File: config.mk
export PLATFORM = sky130hd
export DESIGN_NAME = toggle_poll_ctrl
export DESIGN_NICKNAME = d
export VERILOG_FILES = /design/src/rtl/tpoll_pkg.sv /design/src/rtl/tpoll_req_port.sv /design/src/rtl/tpoll_judge.sv /design/src/rtl/tpoll_pair_limit.sv /design/src/rtl/toggle_poll_ctrl.sv
export SDC_FILE = /design/constraint.sdc
export NUM_CORES = 1
export LEC_CHECK = 0
export BUFFER_PORTS_ARGS = -buffer_cell sky130_fd_sc_hd__buf_2
export CELL_PAD_IN_SITES_DETAIL_PLACEMENT = 0
export CELL_PAD_IN_SITES_GLOBAL_PLACEMENT = 1
export CORE_UTILIZATION = 41
export DETAILED_ROUTE_END_ITERATION = 10
export GPL_ROUTABILITY_DRIVEN = 1
export PLACE_DENSITY_LB_ADDON = 0.15
export SYNTH_ARGS = -nofsm -noshare
export SYNTH_HDL_FRONTEND = slang
export SYNTH_HIERARCHICAL = 1
export SYNTH_SLANG_ARGS = --single-unit
File: constraint.sdc
create_clock -name clk -period 3.8 [get_ports clk]
set_clock_uncertainty 0.1 [all_clocks]
set_input_delay 0.57 -clock clk [delete_from_list [all_inputs] [get_ports clk]]
set_output_delay 0.57 -clock clk [all_outputs]
set_load 0.01 [all_outputs]
File: src/rtl/tpoll_pkg.sv
package tpoll_pkg;

  typedef enum logic [2:0] {
    ST_IDLE,
    ST_FIRST,
    ST_SECOND,
    ST_PAUSE,
    ST_RSTCMD
  } tpoll_state_e;

  typedef enum logic [1:0] {
    V_DONE,
    V_AGAIN,
    V_CONFIRM,
    V_FAIL
  } tpoll_verdict_e;

endpackage

File: src/rtl/tpoll_req_port.sv
module tpoll_req_port (
  input  logic clk,
  input  logic rst,
  input  logic want_i,
  input  logic rd_ack_i,
  output logic rd_req_o,
  output logic got_o
);

  logic req_q;

  assign rd_req_o = req_q;
  assign got_o    = req_q & rd_ack_i & want_i;

  always_ff @(posedge clk) begin
    if (rst || !want_i) begin
      req_q <= 1'b0;
    end else if (req_q && rd_ack_i) begin
      req_q <= 1'b0;
    end else begin
      req_q <= 1'b1;
    end
  end

  p_req_hold_r10: assert property (@(posedge clk) disable iff (rst)
    (req_q && !rd_ack_i && want_i) |=> req_q);

  p_req_gap_r10: assert property (@(posedge clk) disable iff (rst)
    (req_q && rd_ack_i) |=> !req_q);

endmodule

File: src/rtl/tpoll_judge.sv
module tpoll_judge
  import tpoll_pkg::*;
#(
  parameter int DATA_W      = 8,
  parameter int TOGGLE_BIT  = 6,
  parameter int TIMEOUT_BIT = 5
) (
  input  logic              clk,
  input  logic              rst,
  input  logic              capture_i,
  input  logic [DATA_W-1:0] data_i,
  input  logic              confirm_i,
  input  logic              limit_hit_i,
  output tpoll_verdict_e    verdict_o
);

  localparam logic [DATA_W-1:0] TOG_MASK = DATA_W'(1) << TOGGLE_BIT;
  localparam logic [DATA_W-1:0] TMO_MASK = DATA_W'(1) << TIMEOUT_BIT;

  logic [DATA_W-1:0] first_q;
  logic              toggled;
  logic              timed_out;

  always_ff @(posedge clk) begin
    if (rst) begin
      first_q <= '0;
    end else if (capture_i) begin
      first_q <= data_i;
    end
  end

  assign toggled   = |((data_i ^ first_q) & TOG_MASK);
  assign timed_out = |(data_i & TMO_MASK);

  always_comb begin
    if (!toggled) begin
      verdict_o = V_DONE;
    end else if (confirm_i) begin
      verdict_o = V_FAIL;
    end else if (timed_out) begin
      verdict_o = V_CONFIRM;
    end else if (limit_hit_i) begin
      verdict_o = V_FAIL;
    end else begin
      verdict_o = V_AGAIN;
    end
  end

endmodule

File: src/rtl/tpoll_pair_limit.sv
module tpoll_pair_limit #(
  parameter int MAX_PAIRS = 1024
) (
  input  logic clk,
  input  logic rst,
  input  logic clear_i,
  input  logic bump_i,
  output logic hit_o
);

  localparam int CNT_W = (MAX_PAIRS > 1) ? $clog2(MAX_PAIRS) : 1;

  generate
    if (MAX_PAIRS > 0) begin : g_limit
      logic [CNT_W-1:0] cnt_q;
      always_ff @(posedge clk) begin
        if (rst || clear_i) begin
          cnt_q <= '0;
        end else if (bump_i && !hit_o) begin
          cnt_q <= cnt_q + 1'b1;
        end
      end
      assign hit_o = (cnt_q == CNT_W'(MAX_PAIRS - 1));
    end else begin : g_unlimited
      logic unused_in;
      assign unused_in = clk ^ rst ^ clear_i ^ bump_i;
      assign hit_o     = 1'b0;
    end
  endgenerate

endmodule

File: src/rtl/toggle_poll_ctrl.sv
module toggle_poll_ctrl
  import tpoll_pkg::*;
#(
  parameter int DATA_W      = 8,
  parameter int TOGGLE_BIT  = 6,
  parameter int TIMEOUT_BIT = 5,
  parameter int MAX_PAIRS   = 1024
) (
  input  logic              clk,
  input  logic              rst,
  input  logic              start_i,
  input  logic              yield_i,
  output logic              rd_req_o,
  input  logic              rd_ack_i,
  input  logic [DATA_W-1:0] rd_data_i,
  output logic              rst_cmd_o,
  output logic              done_o,
  output logic              fail_o,
  output logic              busy_o
);

  tpoll_state_e   state_q;
  logic           confirm_q;
  logic           want;
  logic           got;
  logic           limit_hit;
  tpoll_verdict_e verdict;

  assign want = ((state_q == ST_FIRST) || (state_q == ST_SECOND)) && !yield_i;

  tpoll_req_port u_req (
    .clk      (clk),
    .rst      (rst),
    .want_i   (want),
    .rd_ack_i (rd_ack_i),
    .rd_req_o (rd_req_o),
    .got_o    (got)
  );

  tpoll_judge #(
    .DATA_W      (DATA_W),
    .TOGGLE_BIT  (TOGGLE_BIT),
    .TIMEOUT_BIT (TIMEOUT_BIT)
  ) u_judge (
    .clk         (clk),
    .rst         (rst),
    .capture_i   (got && (state_q == ST_FIRST)),
    .data_i      (rd_data_i),
    .confirm_i   (confirm_q),
    .limit_hit_i (limit_hit),
    .verdict_o   (verdict)
  );

  tpoll_pair_limit #(
    .MAX_PAIRS (MAX_PAIRS)
  ) u_limit (
    .clk     (clk),
    .rst     (rst),
    .clear_i (state_q == ST_IDLE),
    .bump_i  (got && (state_q == ST_SECOND) && (verdict == V_AGAIN)),
    .hit_o   (limit_hit)
  );

  always_ff @(posedge clk) begin
    if (rst) begin
      state_q   <= ST_IDLE;
      confirm_q <= 1'b0;
      done_o    <= 1'b0;
      fail_o    <= 1'b0;
      rst_cmd_o <= 1'b0;
      busy_o    <= 1'b0;
    end else begin
      done_o    <= 1'b0;
      fail_o    <= 1'b0;
      rst_cmd_o <= 1'b0;
      case (state_q)
        ST_IDLE: begin
          confirm_q <= 1'b0;
          if (start_i) begin
            state_q <= ST_FIRST;
            busy_o  <= 1'b1;
          end
        end
        ST_FIRST: begin
          if (yield_i) begin
            state_q <= ST_PAUSE;
          end else if (got) begin
            state_q <= ST_SECOND;
          end
        end
        ST_SECOND: begin
          if (yield_i) begin
            state_q <= ST_PAUSE;
          end else if (got) begin
            case (verdict)
              V_DONE: begin
                state_q <= ST_IDLE;
                done_o  <= 1'b1;
                busy_o  <= 1'b0;
              end
              V_CONFIRM: begin
                state_q   <= ST_FIRST;
                confirm_q <= 1'b1;
              end
              V_FAIL: begin
                state_q   <= ST_RSTCMD;
                rst_cmd_o <= 1'b1;
              end
              default: state_q <= ST_FIRST;
            endcase
          end
        end
        ST_PAUSE: begin
          confirm_q <= 1'b0;
          if (!yield_i) begin
            state_q <= ST_FIRST;
          end
        end
        ST_RSTCMD: begin
          state_q <= ST_IDLE;
          fail_o  <= 1'b1;
          busy_o  <= 1'b0;
        end
        default: state_q <= ST_IDLE;
      endcase
    end
  end

  p_start_busy_r1: assert property (@(posedge clk) disable iff (rst)
    (start_i && !busy_o && (state_q == ST_IDLE)) |=> busy_o);

  p_done_clean_r2: assert property (@(posedge clk) disable iff (rst)
    done_o |-> ($past(got) && !rst_cmd_o && !$past(rst_cmd_o)));

  p_cmd_then_fail_r6: assert property (@(posedge clk) disable iff (rst)
    rst_cmd_o |=> (fail_o && !rst_cmd_o));

  p_fail_after_cmd_r6: assert property (@(posedge clk) disable iff (rst)
    fail_o |-> $past(rst_cmd_o));

  p_yield_quiet_r7: assert property (@(posedge clk) disable iff (rst)
    yield_i |=> !rd_req_o);

  p_pulses_r9: assert property (@(posedge clk) disable iff (rst)
    $onehot0({done_o, fail_o, rst_cmd_o}));

  p_pulse_len_r9: assert property (@(posedge clk) disable iff (rst)
    (done_o || fail_o) |=> (!done_o && !fail_o && !busy_o));

  p_busy_drop_r9: assert property (@(posedge clk) disable iff (rst)
    (done_o || fail_o) |-> !busy_o);

endmodule

==> out/results.ini, run 1 <==
[critical_path]
crit_arrival_ps=3000
worst_setup_path_start_kind=register
critPathMaxFanout=7
path_class=reg -> reg
rr_worst_depth=13
endpoint_kind=register
r2r_slack_ps=930
critical_path_required_ps=3930
timing.rr.start=u_limit/g_limit.cnt_q[0]
rr_endpoint=u_limit/g_limit.cnt_q[7]

[clock_tree]
clockBufferDepth=2
cts_tree=yes
cts_root_buf=clkbuf_4
post_cts_buffers=0
cts_sinks=20
cts_hold_buf=0
cts-resized-gates=0
clk-insertion-delay-late_ps=300
numCtsBuffers=3
htree_levels=1
clk_pin_slew_ps=110

[timing]
tns_ps=0
fmax_ghz=0.349
drv_slew=0
min_period_ps=2870
worstMarginPinSlew_ps=622
rsz0062_at_grt=false
fin_ws_ps=933
finalHoldViolCount=0
timing.final.crit_share_pct=75.5
setup_viol=0
slew_headroom_pct=58.2

[cells_and_area]
layout_commonest_cell=dfxtp_1
final_cell_area_mm2=0.00125
num-nets-final=159
mostFrequentLayoutCells=20 x dfxtp_1, 13 x nand2_1, 11 x buf_2
final_core_util_pct=49.1
drive_above_1_share_pct=22.9
area_growth_pct=9.19
antennaDiodeCount=0

[die]
coreArea_mm2=0.00254
start_util_pct=44.9
die_x_um=54.8
die_area_mm2=0.00300
io_pins=18
num_rows=18
die_y_um=54.8

[yosys]
post_synth_num_cell_types=40
ys_seq_area_share_pct=35.0
async_flop_share_pct=0
synth_edf_count=0
ys_top_cells_by_area=dfxtp_1 35%, mux2i_1 7.0%, ha_1 5.5%, nand2_1 4.3%, a211oi_1 3.3%
yosysTopAreaCell=dfxtp_1
avgSynthCellArea_um2=8.93
ys_ff_latch=20
synth_nets=146
yosysWarnings=6
synth_ff_type=dfxtp_1
syn_inst=128
netlist.area_leader.share_pct=35.0
synthesis.area_mm2=0.00114

[drt]
dr_total_vias=921
drtPass1Iterations=4
final_antenna_net_count=0
drcViolationCount=0
drt_iter0_drc=26
via_per_inst=5.42
drt-total-wl_um=2240
wire_per_inst_um=13.2

[run]
maxCapViolations=0

[min_path]
hold_depth=2
min-delay-start=rd_ack_i
holdPathEnd=u_req/rd_req_o
min_path_type=in -> reg

[place]
port_buffers=11
placed_area_mm2=0.00121
place_ws_ps=956
gp_congestion=0.781
hpwl_um=1690

[pwr]
ir_drop_mv=0.202
powerDensity_mw_per_mm2=309
power.leakage_nw=0.451

[run_status]
outcome=completed

[global_route]
grt_antenna_before_repair=0
grt_pass1_vias=812
overflow=0
grt_pass1_wl_um=3820
grtUsageTotal_pct=18.2
grt_max_degree=15

-- Yosys cell counts, types with 2 or more instances --
| cell | number |
|---|---|
| a211oi_1 | 5 |
| and3_2 | 3 |
| mux2i_1 | 8 |
| nor2_1 | 8 |
| or3_1 | 3 |
| nor4_1 | 2 |
| nand2b_1 | 3 |
| nor4_2 | 2 |
| nand2_1 | 13 |
| and4_1 | 2 |
| a21oi_1 | 4 |
| nor3_1 | 6 |
| nor2_2 | 2 |
| o21ai_0 | 2 |
| a31oi_1 | 6 |
| o21bai_1 | 2 |
| inv_1 | 9 |
| dfxtp_1 | 20 |
| and2_1 | 3 |
| ha_1 | 5 |
-- layout make-up --
class | instances | area (um^2)
Clock buffer | 4 | 36.3
Fill cell | 259 | 1300
Inverter | 9 | 33.8
Multi-Input combinational cell | 95 | 678
Sequential cell | 20 | 400
Tap cell | 30 | 37.5
Timing Repair Buffer | 12 | 62.6
-- per-layer routing --
layer | GRT usage (%) | routed length [um] | part of all wire (%)
met1 | 25.6 | 1180 | 53
met2 | 27.1 | 996 | 44
met3 | 2.50 | 53 | 2.4
met4 | 7.69 | 13 | 0.58
met5 | 0 | 0 | 0
-- critical path, cell delays in order (launching register included) --
cell	delay, ps
dfxtp_1	360
ha_1	230
and2_2	260
and3_2	200
nor3_1	130
nor2_1	90
inv_1	100
ha_1	150
inv_1	40
nor3_1	180
buf_4	170
nand4_1	200
a2111oi_4	370
mux2i_1	210
-- sequential cells by signal (all words and copies together) (netlist names) --
signal and count:
done_o 1, u_limit/g_limit.cnt_q 10, confirm_q 1, u_judge/first_q 1, busy_o 1, u_req/rd_req_o 1, rst_cmd_o 1, fail_o 1
state_q 3
-- power by group --
part | internal [mW] | switching, mW | total (mW)
Sequential | 0.213 | 0.00504 | 0.218
Combinational | 0.0180 | 0.0261 | 0.0441
Clock | 0.0584 | 0.0654 | 0.124
-- cell families (layout without fill, tap and decap cells) --
family                   count (synthesis)  in the layout  share of synthesized area (%)
AO/OA/AOI/OAI                           24             24                           17.1
XOR/XNOR                                 1              1                          0.766
adder cells (fa/ha/maj)                  5              5                           5.47
buffers and inverters                   13             25                           5.69
flip-flops                              20             20                           35.0
AND/OR/NAND/NOR                         57             57                           29.0
multiplexers                             8              8                           7.00
-- how the worst max path moves through the flow --
stage | from | slack, ps | end | depth (start not counted)
5_1_grt | u_limit/g_limit.cnt_q[0] | 630 | u_limit/g_limit.cnt_q[7] | 13
4_1_cts | u_limit/g_limit.cnt_q[0] | 910 | u_limit/g_limit.cnt_q[7] | 13
3_5_place_dp | u_limit/g_limit.cnt_q[0] | 960 | u_limit/g_limit.cnt_q[7] | 13
2_1_floorplan | u_limit/g_limit.cnt_q[0] | 970 | u_limit/g_limit.cnt_q[7] | 13
6_report | u_limit/g_limit.cnt_q[0] | 930 | u_limit/g_limit.cnt_q[7] | 13
3_3_place_gp | u_limit/g_limit.cnt_q[0] | 1010 | u_limit/g_limit.cnt_q[7] | 13
-- per-stage QoR --
| stage | total power, mW | hold WS, ps | cells |
|---|---|---|---|
| 3_3_place_gp | 0.266 | 346 | 166 |
| 5_1_grt | 0.410 | 339 | 170 |
| 4_1_cts | 0.394 | 322 | 170 |
| 2_1_floorplan | 0.251 | 352 | 128 |
| 3_5_place_dp | 0.267 | 350 | 166 |
| 6_report | 0.386 | 341 | 170 |
Power figures use the tool's default switching activity.
==> run 2, diff against run 1 <==
Settings changed: ABC_AREA set to 1, CORE_UTILIZATION 41 to 35.
Clock period 3.8 ns to 2.62 ns, I/O delays scaled along.
==> out/results.ini, run 2 <==
[yosys]
ys_top_cells_by_area=dfxtp_1 32%, nand2_1 14%, nor2_1 11%, inv_1 9.3%, nand3_1 6.8%
syn_inst=200  ; +56%
ys_seq_area_share_pct=32.0  ; -3.0 points
netlist.area_leader.share_pct=32.0  ; -3.0 points
ys_ff_latch=20  ; unchanged
synth_edf_count=0  ; unchanged
post_synth_num_cell_types=24  ; -40%
synth_nets=218  ; +49%
avgSynthCellArea_um2=6.26  ; -30%
async_flop_share_pct=0  ; unchanged
synthesis.area_mm2=0.00125  ; +9.4%
synth.most_common_cell=nand2_1
yosysWarnings=6  ; unchanged
synth_ff_type=dfxtp_1
yosys-top-cells-count=48 x nand2_1, 37 x nor2_1, 31 x inv_1
yosysTopAreaCell=dfxtp_1

[clock_tree]
cts-resized-gates=0  ; unchanged
clk_pin_slew_ps=120  ; about the same
cts_tree=yes
clk-insertion-delay-late_ps=300  ; about the same
cts_sinks=20  ; unchanged
post_cts_buffers=0  ; unchanged
cts_hold_buf=0  ; unchanged
htree_levels=1  ; unchanged
numCtsBuffers=3  ; unchanged
cts_root_buf=clkbuf_4
clockBufferDepth=2  ; unchanged

[timing]
setup_viol=0  ; unchanged
tns_ps=0  ; unchanged
worstMarginPinSlew_ps=274  ; -348 ps
finalHoldViolCount=0  ; unchanged
fmax_ghz=0.425  ; +22%
timing.final.crit_share_pct=89.9  ; +14 points
drv_slew=0  ; unchanged
finalHoldWorstSlack_ps=245  ; -95.2 ps
slew_headroom_pct=81.7  ; +23 points
min_period_ps=2350  ; -513 ps
rsz0062_at_grt=false

[global_route]
grt_pass1_wl_um=4080  ; +6.9%
grtUsageTotal_pct=14.5  ; -3.7 points
grt_pass1_vias=936  ; +15%
grt_antenna_before_repair=0  ; unchanged
overflow=0  ; unchanged
grt_max_degree=15  ; unchanged

[place]
hpwl_um=1960  ; +16%
placed_area_mm2=0.00138  ; +14%
dp.cells=259  ; +56%
gp_congestion=0.839  ; +7.4%
port_buffers=11  ; unchanged

[critical_path]
endpoint_kind=register
cp_num_buf_inv=5  ; +2
cp_top_family=simple AND/OR/NAND/NOR gates
critPathMaxFanout=6  ; -1
crit_chain=ha_1, inv_1, nor2_2, nand3_4, inv_2, nor2_1, nor2_1, inv_1, ha_1, nand2_1, nor2_1, buf_4, inv_1, nor3b_1, nand3_1, nand2_1, nor2_1
crit_top_cell=nor2_1
worst_setup_path_start_kind=register
critPathMaxStageDelay_ps=370  ; about the same
crit_arrival_ps=2460  ; -540 ps
critical_path_required_ps=2730  ; -1200 ps
cpMaxStageDelayCell=dfxtp_1
path_class=reg -> reg

[die]
start_util_pct=36.9  ; -8.0 points
die_y_um=61.8  ; +13%
io_pins=18  ; unchanged
num_rows=21  ; +3
die_x_um=61.8  ; +13%
coreArea_mm2=0.00339  ; +33%
die_area_mm2=0.00382  ; +27%

[cells_and_area]
fillers=391  ; +51%
layout_commonest_cell=nand2_1
drive_above_1_share_pct=16.7  ; -6.2 points
antennaDiodeCount=0  ; unchanged
top_register=u_limit/g_limit.cnt_q
area_growth_pct=11.9
largest_reg_flops=10  ; unchanged
final_cell_area_mm2=0.00140  ; +12%
num-nets-final=236  ; +48%
top_regs=u_limit/g_limit.cnt_q (10), state_q (3)
instances_no_fill=262  ; +54%
mostFrequentLayoutCells=48 x nand2_1, 37 x nor2_1, 31 x inv_1

[drt]
drt_iter0_drc=47  ; +81%
wire_per_inst_um=9.63  ; -27%
final_antenna_net_count=0  ; unchanged
drcViolationCount=0  ; unchanged
dr_total_vias=1192  ; +29%
via_per_inst=4.55  ; -16%
drt-total-wl_um=2520  ; +13%
drtPass1Iterations=4  ; unchanged

[pwr]
power.leakage_nw=0.652  ; +45%
p_total_mw=0.876  ; +130%
ir_drop_mv=0.327  ; +62%
powerDensity_mw_per_mm2=626  ; +100%

[run]
maxCapViolations=0  ; unchanged

[run_status]
outcome=completed

[min_path]
min_path_type=in -> reg

run 2: cell type report:
type / count / area, um^2 / area share, %
Multi-Input combinational cell: 139 / 688 / 49.2
Timing Repair Buffer: 15 / 85.1 / 6.08
Clock buffer: 3 / 22.5 / 1.61
Inverter: 39 / 146 / 10.5
Sequential cell: 20 / 400 / 28.6
Tap cell: 46 / 57.6 / 4.11
run 2: final timing paths:
kind / from / endpoint / slack [ps] / depth (start not counted)
worst max-delay path: u_limit/g_limit.cnt_q[0] / u_limit/g_limit.cnt_q[4] / 270 / 17
worst min-delay path: rd_ack_i / u_req/rd_req_o / 250 / 4
worst max register to register: u_limit/g_limit.cnt_q[0] / u_limit/g_limit.cnt_q[4] / 270 / 17
worst min register to register: confirm_q / confirm_q / 400 / 2
run 2: logic make-up after synthesis:
| kind of cell | after synthesis | synth area share (%) |
|---|---|---|
| compound gates | 15 | 6.20 |
| fa+ha+maj | 5 | 5.00 |
| buf+inv | 41 | 13.0 |
| flops | 20 | 32.0 |
| simple gates | 119 | 43.8 |
run 2: per-stage QoR:
step | setup WS (ps) | utilization, %
2_1_floorplan | 358 | -
3_3_place_gp | 283 | 40.6
3_5_place_dp | 261 | 40.6
4_1_cts | 230 | 41.3
5_1_grt | 35.9 | 41.3
6_report | 266 | 41.3
run 2: worst register-to-register path, cell delays in order (launching register included):
cell,delay (ps)
dfxtp_1,370
ha_1,240
inv_1,70
nor2_2,50
nand3_4,80
inv_2,30
nor2_1,90
nor2_1,70
inv_1,80
ha_1,140
nand2_1,50
nor2_1,170
buf_4,180
inv_1,70
nor3b_1,260
nand3_1,110
nand2_1,70
nor2_1,30
run 2: where the power goes:
| part | internal, mW | leakage (nW) | total, mW | switching, mW |
|---|---|---|---|---|
| Sequential | 0.331 | 0.162 | 0.364 | 0.0333 |
| Combinational | 0.124 | 0.476 | 0.359 | 0.235 |
| Clock | 0.0537 | 0.0138 | 0.152 | 0.0988 |
run 2: metal layers:
metal  vias to the layer above  global-route usage, %  routed length (um)
met5                         -                      0                   0
met4                         0                   5.71                  20
li1                        646                      -                   -
met1                       520                   21.4                1340
met3                         2                   2.48                 110
met2                        24                   20.6                1050
==> run 3, diff against run 2 <==
Settings changed: CORE_ASPECT_RATIO set to 0.9.
==> out/results.ini, run 3 (same netlist as run 2, synthesis figures left out) <==
[timing]
drv_slew=0  ; unchanged
worstMarginPinSlew_ps=264  ; -9.54 ps
rsz0062_at_grt=false
setup_viol=0  ; unchanged
finalHoldWorstSlack_ps=296  ; +50.6 ps
tns_ps=0  ; unchanged
finalHoldViolCount=0  ; unchanged
fin_ws_ps=392  ; +127 ps
min_period_ps=2230  ; -127 ps
timing.final.crit_share_pct=85.0  ; -4.8 points
fmax_ghz=0.449  ; +5.7%
slew_headroom_pct=82.4  ; +0.64 points

[critical_path]
crit_arrival_ps=2270  ; -190 ps
worst_setup_path_start_kind=register
cpMaxStageDelayCell=dfxtp_1
critical_path_required_ps=2660  ; -70 ps
endpoint_kind=register
path_class=reg -> reg
crit_chain=ha_1, inv_1, nor2_2, nand3_4, inv_2, nor2_1, nor2_1, inv_1, ha_1, nand2_1, nor2_1, buf_4, nand3_1, nor2_1, nand2_1, nand2_1, nand2_1, a21oi_1
critPathMaxFanout=9  ; +3
critPathMaxStageDelay_ps=400  ; +30 ps

[cells_and_area]
layout_commonest_cell=nand2_1
top_regs=u_limit/g_limit.cnt_q (10), state_q (3)
top_register=u_limit/g_limit.cnt_q
mostFrequentLayoutCells=48 x nand2_1, 37 x nor2_1, 31 x inv_1
area_growth_pct=12.6
drive_above_1_share_pct=16.3  ; -0.39 points
fillers=378  ; -3.3%
largest_reg_flops=10  ; unchanged
instances_no_fill=259  ; -1.1%
num-nets-final=235  ; -0.42%
antennaDiodeCount=0  ; unchanged

[die]
num_rows=20  ; -4.8%
coreArea_mm2=0.00340  ; +0.41%
io_pins=18  ; unchanged
start_util_pct=36.8  ; -0.15 points
die_area_mm2=0.00382  ; about the same
die_x_um=65.0  ; +5.2%
die_y_um=58.7  ; -5.0%

[drt]
drt_iter0_drc=63  ; +34%
drcViolationCount=0  ; unchanged
final_antenna_net_count=0  ; unchanged
dr_total_vias=1151  ; -3.4%
drtPass1Iterations=4  ; unchanged
wire_per_inst_um=9.81  ; +1.9%
drt-total-wl_um=2540  ; +0.75%
via_per_inst=4.44  ; -2.3%

[run]
maxCapViolations=0  ; unchanged

[clock_tree]
post_cts_buffers=0  ; unchanged
clockBufferDepth=2  ; unchanged
cts_tree=yes
cts-resized-gates=0  ; unchanged
cts_root_buf=clkbuf_8
cts_sinks=20  ; unchanged
cts_hold_buf=0  ; unchanged
htree_levels=1  ; unchanged
numCtsBuffers=3  ; unchanged
clk_pin_slew_ps=70  ; -50 ps
clk-insertion-delay-late_ps=250  ; -50 ps

[global_route]
grt_antenna_before_repair=0  ; unchanged
grtUsageTotal_pct=15.3  ; +0.87 points
grt_pass1_wl_um=4370  ; +7.1%
grt_pass1_vias=1019  ; +8.9%
overflow=0  ; unchanged
grt_max_degree=16  ; +1

[min_path]
min_path_type=in -> reg

[pwr]
ir_drop_mv=0.293  ; -10%
power.leakage_nw=0.654  ; +0.35%
p_total_mw=0.923  ; +5.4%
powerDensity_mw_per_mm2=655  ; +4.7%

[run_status]
outcome=completed

[place]
dp.cells=256  ; -1.2%
place_ws_ps=379  ; +118 ps
port_buffers=11  ; unchanged
hpwl_um=1970  ; +0.82%
gp_congestion=0.845  ; +0.74%

==> run 3: cell count changes in the layout (fill, tap and decap cells not counted), sizes merged <==
cell / delta
buf: -1
==> run 3: cell type report <==
class | count | area, um^2 | share of cell area (%)
Multi-Input combinational cell | 139 | 688 | 48.8
Sequential cell | 20 | 400 | 28.4
Inverter | 39 | 146 | 10.4
Timing Repair Buffer | 14 | 77.6 | 5.51
Tap cell | 44 | 55.1 | 3.91
Clock buffer | 3 | 41.3 | 2.93
==> run 3: path summary, 6_finish.rpt <==
path	start	endpoint	slack, ps	cells past startpoint
max	u_limit/g_limit.cnt_q[0]	u_limit/g_limit.cnt_q[9]	390	18
min	rd_ack_i	u_req/rd_req_o	300	4
max reg2reg	u_limit/g_limit.cnt_q[0]	u_limit/g_limit.cnt_q[9]	390	18
min reg2reg	confirm_q	confirm_q	380	2
==> run 3: per-layer routing <==
metal,track usage (%),vias up,wire length [um]
li1,-,641,-
met1,20.7,488,1410
met2,23.5,20,982
met3,4.65,2,123
met4,4.66,0,25
met5,0,-,0
==> run 3: power breakdown <==
group	internal [mW]	switching [mW]	leakage, nW	total, mW
logic	0.124	0.233	0.471	0.357
clock network	0.102	0.0993	0.0216	0.202
registers	0.331	0.0335	0.162	0.364
==> run 3: worst max-delay path: cells and delay by family (launching register included) <==
| kind | cells | cell delay, ps |
|---|---|---|
| AOI/OAI and AO/OA | 1 | 40 |
| DFF | 1 | 400 |
| adders and majority gates | 2 | 400 |
| buffers and inverters | 4 | 370 |
| and+or+nand+nor | 11 | 810 |
==> run 3: metrics by stage <==
stage	utilization (%)	instance area, um^2
5_1_grt	41.4	1410
3_5_place_dp	40.2	1370
4_1_cts	41.4	1410
3_3_place_gp	40.2	1370
6_report	41.4	1410
2_1_floorplan	-	1250
